==> src/rtl/bcg_pkg.sv <==
package bcg_pkg;
  typedef enum logic [2:0] {
    LEN_1    = 3'd0,
    LEN_2    = 3'd1,
    LEN_4    = 3'd2,
    LEN_8    = 3'd3,
    LEN_PAGE = 3'd7
  } len_code_e;

  typedef enum logic {
    ORD_SEQ   = 1'b0,
    ORD_INTLV = 1'b1
  } order_e;
endpackage

==> src/rtl/bcg_cfg.sv <==
module bcg_cfg
  import bcg_pkg::*;
#(
  parameter int COL_W = 9
) (
  input  logic             clk_i,
  input  logic             rst_ni,
  input  logic             start_i,
  input  logic [COL_W-1:0] col_i,
  input  logic [2:0]       len_i,
  input  logic             order_i,
  input  logic             wr_i,
  input  logic             single_wr_i,
  output logic [COL_W-1:0] base_q,
  output logic [COL_W-1:0] mask_q,
  output logic             full_q,
  output logic             intlv_q
);
  logic [COL_W-1:0] mask_d;
  logic             full_d;

  always_comb begin
    full_d = 1'b0;
    unique case (len_i)
      LEN_2:    mask_d = COL_W'(1);
      LEN_4:    mask_d = COL_W'(3);
      LEN_8:    mask_d = COL_W'(7);
      LEN_PAGE: begin mask_d = '1; full_d = 1'b1; end
      default:  mask_d = '0;  // 1 beat, reserved codes included
    endcase
    if (wr_i && single_wr_i) begin
      mask_d = '0;
      full_d = 1'b0;
    end
  end

  always_ff @(posedge clk_i or negedge rst_ni) begin
    if (!rst_ni) begin
      base_q  <= '0;
      mask_q  <= '0;
      full_q  <= 1'b0;
      intlv_q <= 1'b0;
    end else if (start_i) begin
      base_q  <= col_i;
      mask_q  <= mask_d;
      full_q  <= full_d;
      intlv_q <= (order_i == ORD_INTLV) && !full_d;
    end
  end
endmodule

==> src/rtl/bcg_beat_ctr.sv <==
module bcg_beat_ctr #(
  parameter int COL_W = 9
) (
  input  logic             clk_i,
  input  logic             rst_ni,
  input  logic             start_i,
  input  logic             adv_i,
  input  logic             stop_i,
  input  logic             full_i,
  input  logic [COL_W-1:0] mask_i,
  output logic [COL_W-1:0] cnt_q,
  output logic             valid_q,
  output logic             done_o
);
  logic at_last;

  assign at_last = valid_q && !full_i && (cnt_q == mask_i);
  assign done_o  = valid_q && (at_last || stop_i);

  always_ff @(posedge clk_i or negedge rst_ni) begin
    if (!rst_ni) begin
      valid_q <= 1'b0;
      cnt_q   <= '0;
    end else if (start_i) begin
      valid_q <= 1'b1;
      cnt_q   <= '0;
    end else if (valid_q) begin
      if (stop_i || (adv_i && at_last)) valid_q <= 1'b0;
      else if (adv_i)                   cnt_q   <= cnt_q + 1'b1;  // wraps for full page
    end
  end
endmodule

==> src/rtl/bcg_addr_map.sv <==
module bcg_addr_map #(
  parameter int COL_W = 9
) (
  input  logic [COL_W-1:0] base_i,
  input  logic [COL_W-1:0] cnt_i,
  input  logic [COL_W-1:0] mask_i,
  input  logic             intlv_i,
  output logic [COL_W-1:0] col_o
);
  logic [COL_W-1:0] sum;

  assign sum = base_i + cnt_i;

  for (genvar i = 0; i < COL_W; i++) begin : g_bit
    always_comb begin
      if (!mask_i[i])   col_o[i] = base_i[i];
      else if (intlv_i) col_o[i] = base_i[i] ^ cnt_i[i];
      else              col_o[i] = sum[i];
    end
  end
endmodule

==> src/rtl/burst_col_gen.sv <==
module burst_col_gen #(
  parameter int COL_W = 9
) (
  input  logic             clk_i,
  input  logic             rst_ni,
  input  logic             start_i,
  input  logic [COL_W-1:0] col_i,
  input  logic [2:0]       len_i,
  input  logic             order_i,
  input  logic             wr_i,
  input  logic             single_wr_i,
  input  logic             adv_i,
  input  logic             stop_i,
  output logic [COL_W-1:0] col_o,
  output logic             valid_o,
  output logic             done_o
);
  logic [COL_W-1:0] base_q, mask_q, cnt_q;
  logic             full_q, intlv_q;

  bcg_cfg #(.COL_W(COL_W)) u_cfg (
    .clk_i       (clk_i),
    .rst_ni      (rst_ni),
    .start_i     (start_i),
    .col_i       (col_i),
    .len_i       (len_i),
    .order_i     (order_i),
    .wr_i        (wr_i),
    .single_wr_i (single_wr_i),
    .base_q      (base_q),
    .mask_q      (mask_q),
    .full_q      (full_q),
    .intlv_q     (intlv_q)
  );

  bcg_beat_ctr #(.COL_W(COL_W)) u_ctr (
    .clk_i   (clk_i),
    .rst_ni  (rst_ni),
    .start_i (start_i),
    .adv_i   (adv_i),
    .stop_i  (stop_i),
    .full_i  (full_q),
    .mask_i  (mask_q),
    .cnt_q   (cnt_q),
    .valid_q (valid_o),
    .done_o  (done_o)
  );

  bcg_addr_map #(.COL_W(COL_W)) u_map (
    .base_i  (base_q),
    .cnt_i   (cnt_q),
    .mask_i  (mask_q),
    .intlv_i (intlv_q),
    .col_o   (col_o)
  );
endmodule

==> config.mk <==
export PLATFORM = sky130hd
export DESIGN_NAME = burst_col_gen
export DESIGN_NICKNAME = d
export VERILOG_FILES = /design/src/rtl/bcg_pkg.sv /design/src/rtl/bcg_cfg.sv /design/src/rtl/bcg_beat_ctr.sv /design/src/rtl/bcg_addr_map.sv /design/src/rtl/burst_col_gen.sv
export SDC_FILE = /design/constraint.sdc
export NUM_CORES = 1
export LEC_CHECK = 0
export ABC_AREA = 0
export BUFFER_PORTS_ARGS = -buffer_cell sky130_fd_sc_hd__buf_4
export CAP_MARGIN = 10
export CORE_UTILIZATION = 55
export CTS_BUF_LIST = sky130_fd_sc_hd__clkbuf_4 sky130_fd_sc_hd__clkbuf_8
export DETAILED_ROUTE_END_ITERATION = 12
export PLACE_DENSITY = 0.75
export SLEW_MARGIN = 20
export SYNTH_ARGS = -nofsm -noshare
export SYNTH_HDL_FRONTEND = slang
export SYNTH_SLANG_ARGS = --single-unit
==> constraint.sdc <==
create_clock -name clk_i -period 2.4 [get_ports clk_i]
set_input_delay 0.24 -clock clk_i [delete_from_list [all_inputs] [get_ports clk_i]]
set_output_delay 0.24 -clock clk_i [all_outputs]
set_load 0.02 [all_outputs]
Yosys cells after proc, flatten, opt, wreduce, memory -nomap -nowiden
Index checks and enable logic that the tools add are counted.

cells by class
  $add $sub $neg = 2
  eq/ne operators = 6
  multiplexer cells = 29
  bitwise gates (word level) = 9
  reductions and logical operators = 13

operator list
  operator                                                               number
  9-bit two-way mux                                                      5
  9-bit one-hot mux with 4 select lines                                  1
  1-bit two-way mux                                                      23
  9-bit by 1-bit adder with 9-bit output, second input constant          1
  9-bit adder                                                            1
  9-bit equality test                                                    1
  1-bit XOR                                                              9
  3-bit by 2-bit equality test with 1-bit output, second input constant  2
  1-bit logical AND                                                      6
  2-bit nonzero test                                                     2
  3-bit by 1-bit equality test with 1-bit output, second input constant  1
  3-bit equality test, second input constant                             1
  3-bit AND reduction                                                    1
  1-bit zero test                                                        2
  1-bit logical OR                                                       2
  2-bit inequality test, second input constant                           1

storage, ports and cells
  register bits = 30
  bits of input ports = 20
  output and inout bits = 11
  word-level logic and storage cells = 65

Depth between registers and ports, before layout
Gate-level depths: netlist of run 1.

  depth after elaboration = 8
  gate-level depth with buffers = 7

Hierarchy
A second synthesis of run 1 with hierarchy kept.

second synthesis, totals
  cells, all modules = 181
  area total of the unflattened synthesis = 1779.2 sq um

modules (own cells, without submodules)
  module        times used  cells each  area each (sq um)
  bcg_cfg       1           49          670.6
  bcg_beat_ctr  1           68          639.4
  bcg_addr_map  1           64          469.2

Worst setup path after synthesis of run 1
OpenSTA, ideal clock, no wires.

  path type = register to output
  from = register u_ctr.cnt_q[0]
  to = output col_o[8]
  data arrival time = 2062 ps
  required time = 2160 ps
  slack = 98 ps
  cell stages (with the launch flop) = 8
  path buffers = 0
  cells stage by stage = dfrtp_1 -> ha_1 -> fa_1 -> a211oi_1 -> o21ai_0 -> a31oi_1 -> o21ai_0 -> xnor2_1

on the way
  word-level cells in the longest chain between the ends = 3

ends and longest elaborated chain
  what                    RTL line             text
  start, declared         bcg_beat_ctr.sv:11   output logic [COL_W-1:0] cnt_q,
  start signal, assigned  bcg_beat_ctr.sv:29   else if (adv_i) cnt_q <= cnt_q + 1'b1;
  9-bit adder             bcg_addr_map.sv:12   assign sum = base_i + cnt_i;
  1-bit two-way mux       bcg_addr_map.sv:17   else if (intlv_i) col_o[i] = base_i[i] ^ cnt_i[i];
  1-bit two-way mux       bcg_addr_map.sv:16   if (!mask_i[i]) col_o[i] = base_i[i];
  end, declared           burst_col_gen.sv:14  output logic [COL_W-1:0] col_o,

Every way passes these cells.

Worst setup path after layout of run 1
  from = register u_cfg.base_q[0]
  to = output col_o[6]

on the way
  word-level cells in the longest chain between the ends = 3

ends and longest elaborated chain
  what                    RTL line            text
  start, declared         bcg_cfg.sv:14       output logic [COL_W-1:0] base_q,
  start signal, assigned  bcg_cfg.sv:44       base_q <= col_i;
  9-bit adder             bcg_addr_map.sv:12
  1-bit two-way mux       bcg_addr_map.sv:17
  1-bit two-way mux       bcg_addr_map.sv:16

Every way passes these cells.

==> results.ini, run 1 <==
[setup_path]
start_kind = flip-flop
crit_slowest_cell = dfrtp_1
arrival_ps = 2350
cpPeakStageDelay_ps = 410
end_kind = primary output
path_cells = ha_2 -> fa_2 -> a211oi_4 -> buf_4 -> o21bai_1 -> a21oi_1 -> o21ai_1 -> a31oi_1 -> buf_4
path_max_fanout = 2
cp_common_cell = buf_4
cp.required_ps = 2160
crit_type = reg2out

[placed_design]
gp_congestion = 0.8736
place_inst = 239
place_ws_ps = -16.07
dp_hpwl_mm = 2.836
port_buffers = 30

[drt]
drc_errors = 2
vias_per_cell = 5.980
routed_wl_mm = 3.909
met3_wirelength_um = 135
first_pass_iters = 8
wl_met2_mm = 1.979
wl_met1_mm = 1.729
wl_per_cell_um = 15.70
highest_layer = met4
ant_nets = 0
num_vias = 1489
drt_iter0_drc = 52

[global_route]
grt_max_degree = 26
grtUsageTotal = 0.2658
grt_pass1_vias = 1480
grt-ovfl-total = 0
grt_antenna_before_repair = 0
grt_first_pass_wirelength_mm = 6.686

[layout]
final_nets = 249
multi_input_area_um2 = 1097
drive_gt1_frac = 0.3670
num-fill-cells = 198
register_area_um2 = 630.6
finalNonFillerCells = 249
fin_util = 0.7663
area_growth_pct = 29.08
insertedDiodeCount = 0

[sta]
fmax_mhz = 386.8
relSlewSlack = 0.7588
setup_viol = 3
worstMarginPinSlew_ps = 361.8
fin_crit_ps = 2585
drv_slew = 0
clock_skew_ps = 6.715
finalHoldViolations = 0
fin_setup_tns_ps = -368.4
rsz0062_at_grt = yes
finalCritPeriodShare = 1.077
whs_ps = 97.60
layout_setup_ws_ps = -185.2

[clock_tree]
clock_sinks = 25
worst_skew_pair.late_latency_ps = 320
cts_tree = built
cts_buffers = 3
clockBufferDepth = 2
path_clk_slew_ps = 140
clockRootBuffer = clkbuf_4
htreeDepth = 1

[run]
maxCapViolCount = 0

[pwr]
switchingPower_uw = 313.0
p_per_area_nw_per_um2 = 451.2
p_seq_frac = 0.496
p_leak_uw = 0.0009822
p_int_uw = 656.8
vdd_drop_max_mv = 0.2697
share_comb_of_total_power = 0.304
power.clock.fraction = 0.200
p_sw_frac = 0.3228

[floorplan]
die-width_um = 57.03
io_pins = 31
die_height_um = 57.03
initial_core_util = 0.5937
floorplan.rows = 19
core_area_um2 = 2805
dieArea_um2 = 3252

[outcome]
violations = DRC, setup timing
status = finished with violations

[synthesis]
synth_top_area_cell = dfrtp_1
syn-cell-area_um2 = 1665
synth.top_cell.area_share = 0.3757
synth_flop_cell = dfrtp_1
syn_inst = 175
syn-num-nets = 205
ys_ff_latch = 25
synthArstFlopShare = 1.000
synth_enable_flop_cells = 0
syn_area_per_cell_um2 = 9.516
synth_seq_area_share = 0.3757
yosysWarnings = 0
yosysUniqueCellTypes = 40
synth_area_leaders = dfrtp_1, ha_1, mux2_2

[worst_hold_path]
hold_path_class = in2reg

-- what timing repair did --
item,in CTS,in global routing
buffers inserted,1,4
endpoints found under the hold margin,25,0
setup endpoints to repair,5,6
hold buffers,1,0
pin swaps,10,13
gates resized for setup,12,14
-- critical path, delay by kind of cell (launching register included) --
family | cells | cell delay (ps)
buf+inv | 2 | 300
fa+ha+maj | 2 | 590
compound gates | 5 | 730
flops | 1 | 410
-- area by class of cell --
class / count / area share
inverters: 5 / 0.008731
multi-input cells: 140 / 0.5105
repair buffers: 44 / 0.1566
clock inverters: 1 / 0.002328
well taps: 31 / 0.01804
clock buffers: 3 / 0.01048
flip-flops and latches: 25 / 0.2934
-- state kept, by name, summed over array words and instances (netlist names) --
signal / flops
u_ctr.valid_q: 1
u_cfg.full_q: 1
u_cfg.intlv_q: 1
u_ctr.cnt_q: 9
u_cfg.mask_q: 4
u_cfg.base_q: 9
-- routing by layer --
layer / vias up / GRT usage
met1: 711 / 0.3485
met2: 48 / 0.4403
li1: 722 / -
met3: 8 / 0.02721
met5: - / 0
met4: 0 / 0.1324
-- synthesized netlist by cell type (2+ instances only) --
cell and count:
a31oi_1 2, clkbuf_1 5, mux2_1 2, o21ai_0 11, inv_1 5, and3_1 4, mux2i_1 3, or3_1 3
xor2_1 5, nand3_1 4, nand4_1 3, nor2_1 18, o21a_1 3, nand2b_1 2, a21o_1 3, a21oi_1 15
nand2_1 10, xnor2_1 7, nor4_1 2, nor2b_1 5, dfrtp_1 25, or4_1 2, mux2_2 10, ha_1 9
a211oi_1 2
-- placed cells by master (no fill, tap or decap), types with 5 or more instances in the layout --
| master | count |
|---|---|
| buf_4 | 42 |
| dfrtp_1 | 21 |
| nor2_1 | 18 |
| nor2b_1 | 5 |
| o21ai_0 | 6 |
| mux2_2 | 10 |
| inv_1 | 5 |
| nand2_1 | 9 |
| xor2_1 | 5 |
| xnor2_1 | 7 |
| a21oi_1 | 14 |
-- per-stage QoR --
stage | total power, uW | instance area, um2
floorplan | 639.7 | 1665
global placement | 740.4 | 1971
detailed placement | 748.1 | 1971
CTS | 952.6 | 2059
global route | 1024 | 2150
finish | 969.8 | 2150
-- worst paths after layout --
| kind | start | endpoint | slack [ps] | cells after the start |
|---|---|---|---|---|
| setup / recovery | u_cfg.base_q[0] | col_o[6] | -190 | 9 |
| hold / removal | len_i[2] | u_cfg.intlv_q | 100 | 2 |
| setup reg to reg | u_ctr.cnt_q[6] | u_ctr.cnt_q[7] | 420 | 5 |
| hold reg to reg | u_cfg.full_q | u_cfg.full_q | 540 | 2 |
| max in group asynchronous | rst_ni | u_cfg.base_q[1] | 1810 | 2 |
| min in group asynchronous | rst_ni | u_cfg.base_q[8] | 330 | 2 |
-- logic make-up (layout without fill, tap and decap cells) --
| family | Yosys count | in the layout | share of synthesized area |
|---|---|---|---|
| adder cells (fa/ha/maj) | 10 | 10 | 0.07964 |
| AND/OR/NAND/NOR | 58 | 58 | 0.1848 |
| XOR/XNOR | 12 | 12 | 0.06311 |
| AO/OA/AOI/OAI | 45 | 45 | 0.1751 |
| multiplexers | 15 | 15 | 0.09917 |
| flip-flops | 25 | 25 | 0.3757 |
| buffers and inverters | 10 | 53 | 0.02254 |
-- power groups by stage --
stage | Sequential (uW) | Combinational, uW | Clock [uW]
floorplan | 477 | 163 | 0
global placement | 484 | 257 | 0
detailed placement | 485 | 263 | 0
CTS | 479 | 273 | 201
global route | 486 | 323 | 216
finish | 481 | 295 | 194
Note: power is estimated with default switching activity, not from simulation.
==> run 2, diff against run 1 <==
CORE_ASPECT_RATIO = 0.7   (was default)
==> run 2 against run 1 <==
  * The flow finishes with violations (setup timing)
  * Combinational power fell by 5%
  * Power rose by 5.1%
  * First-iteration DRC count increased by 9.6%
  * Utilization shrank 3.0 points
  * Non-clock buffer count shrank 3
  * Critical path depth is the same
  * Final area shrank 2.6%
  * Sequential cell count is the same
  * Hold slack better by 59 ps
  * Clock-buffer cell count unchanged
  * Critical endpoint unchanged
  * Highest routed layer unchanged
==> results.ini, run 2 (same netlist as run 1, synthesis figures left out) <==
[global_route]
grt_pass1_vias = 1311
grt-ovfl-total = 0
grt_antenna_before_repair = 0
grt_max_degree = 26
grt_first_pass_wirelength_mm = 6.023
grtUsageTotal = 0.2631

[drt]
drt_iter0_drc = 57
routed_wl_mm = 3.927
vias_per_cell = 5.729
first_pass_iters = 4
num_vias = 1438
ant_nets = 0
wl_per_cell_um = 15.65
drc_errors = 0

[placed_design]
place_ws_ps = 39.75
gp_congestion = 0.8258
port_buffers = 30
dp_hpwl_mm = 2.921

[layout]
register_area_um2 = 628.1
most-common-layout-cells = buf_4, dfrtp_1, nor2_1, a21oi_1
insertedDiodeCount = 0
multi_input_area_um2 = 1042
num-fill-cells = 208
fin_util = 0.7364
area_growth_pct = 25.70
final_nets = 246
drive_gt1_frac = 0.3256
top_regs = u_cfg.base_q x9, u_ctr.cnt_q x9, u_cfg.mask_q x4
layout_commonest_cell = buf_4

[sta]
drv_slew = 0
worstMarginPinSlew_ps = 375.3
layout_setup_ws_ps = -68.02
clock_skew_ps = 15.52
relSlewSlack = 0.7498
finalCritPeriodShare = 1.028
setup_viol = 3
rsz0062_at_grt = yes
finalHoldViolations = 0
fin_crit_ps = 2468
fmax_mhz = 405.2

[floorplan]
die-width_um = 67.77
core_area_um2 = 2843
io_pins = 31
die_height_um = 48.04
floorplan.rows = 16
dieArea_um2 = 3256
initial_core_util = 0.5858

[setup_path]
cp.required_ps = 2160
path_max_fanout = 2
end_kind = primary output
ff2ff_path_depth = 5
arrival_ps = 2230
crit_type = reg2out
start_kind = flip-flop

[clock_tree]
cts_buffers = 3
cts_tree = built
clockRootBuffer = clkbuf_8
path_clk_slew_ps = 100
clock_sinks = 25
htreeDepth = 1
worst_skew_pair.late_latency_ps = 280
clockBufferDepth = 2

[worst_hold_path]
hold_path_class = in2reg
min_path_cells = 2

[outcome]
violations = setup timing
status = finished with violations

[run]
maxCapViolCount = 0

[pwr]
vdd_drop_max_mv = 0.3416
p_leak_uw = 0.0009646
p_per_area_nw_per_um2 = 486.7

==> run 2: worst max-delay path: stages, from the launching register on <==
cell and delay (ps):
dfrtp_1 400, ha_2 200, fa_2 350, a211oi_2 220
buf_4 140, o21bai_1 60, a21oi_1 190, o21ai_1 70
a31oi_1 170, buf_4 160
==> run 2: repair_timing <==
item                                   4_1_cts  5_1_grt
endpoints found under the hold margin       25        0
hold buffers                                 1        0
resized for setup                            9        8
buffers inserted                             2        1
pin swaps                                    2        5
setup endpoints to repair                    4        7
==> run 2: layout make-up <==
class	count	share of cell area
multi-input cells	140	0.4979
clock inverters	1	0.003586
repair buffers	41	0.1482
flip-flops and latches	25	0.3001
well taps	36	0.02152
clock buffers	3	0.01973
inverters	5	0.008966
==> run 2: routing by layer <==
layer | global-route usage | routed length (um)
met5 | 0 | 0
met4 | 0.05417 | 31
met3 | 0.05238 | 168
met2 | 0.4297 | 1839
met1 | 0.3682 | 1888
==> run 2: path summary, 6_finish.rpt <==
check                           slack, ps        endpoint            start
worst max register to register        450  u_ctr.cnt_q[5]   u_ctr.cnt_q[6]
min in group asynchronous             390  u_ctr.cnt_q[5]           rst_ni
worst min-delay path                  160   u_cfg.intlv_q         len_i[2]
worst max-delay path                  -70        col_o[6]  u_cfg.base_q[0]
max in group asynchronous            1740  u_ctr.cnt_q[0]           rst_ni
worst min register to register        530    u_cfg.full_q     u_cfg.full_q
==> run 2: power breakdown <==
| part | leakage (uW) | switching, uW | internal [uW] | total, uW |
|---|---|---|---|---|
| combinational | 0.000627 | 146 | 135 | 281 |
| clock | 0.0000217 | 142 | 118 | 259 |
| sequential | 0.000316 | 30.7 | 448 | 478 |
==> run 2: through the flow <==
step                      setup TNS [ps]  hold WS (ps)  cells  total power, uW  instance area [um2]
after global routing              -445.5         167.6    251             1073                 2093
after global placement                 0         159.0    243            737.6                 1969
after CTS                         -177.6         150.4    250             1015                 2054
after floorplan                        0        -55.59    175            639.7                 1665
final                             -174.2         157.0    251             1019                 2093
after detailed placement               0         170.6    243            750.1                 1969
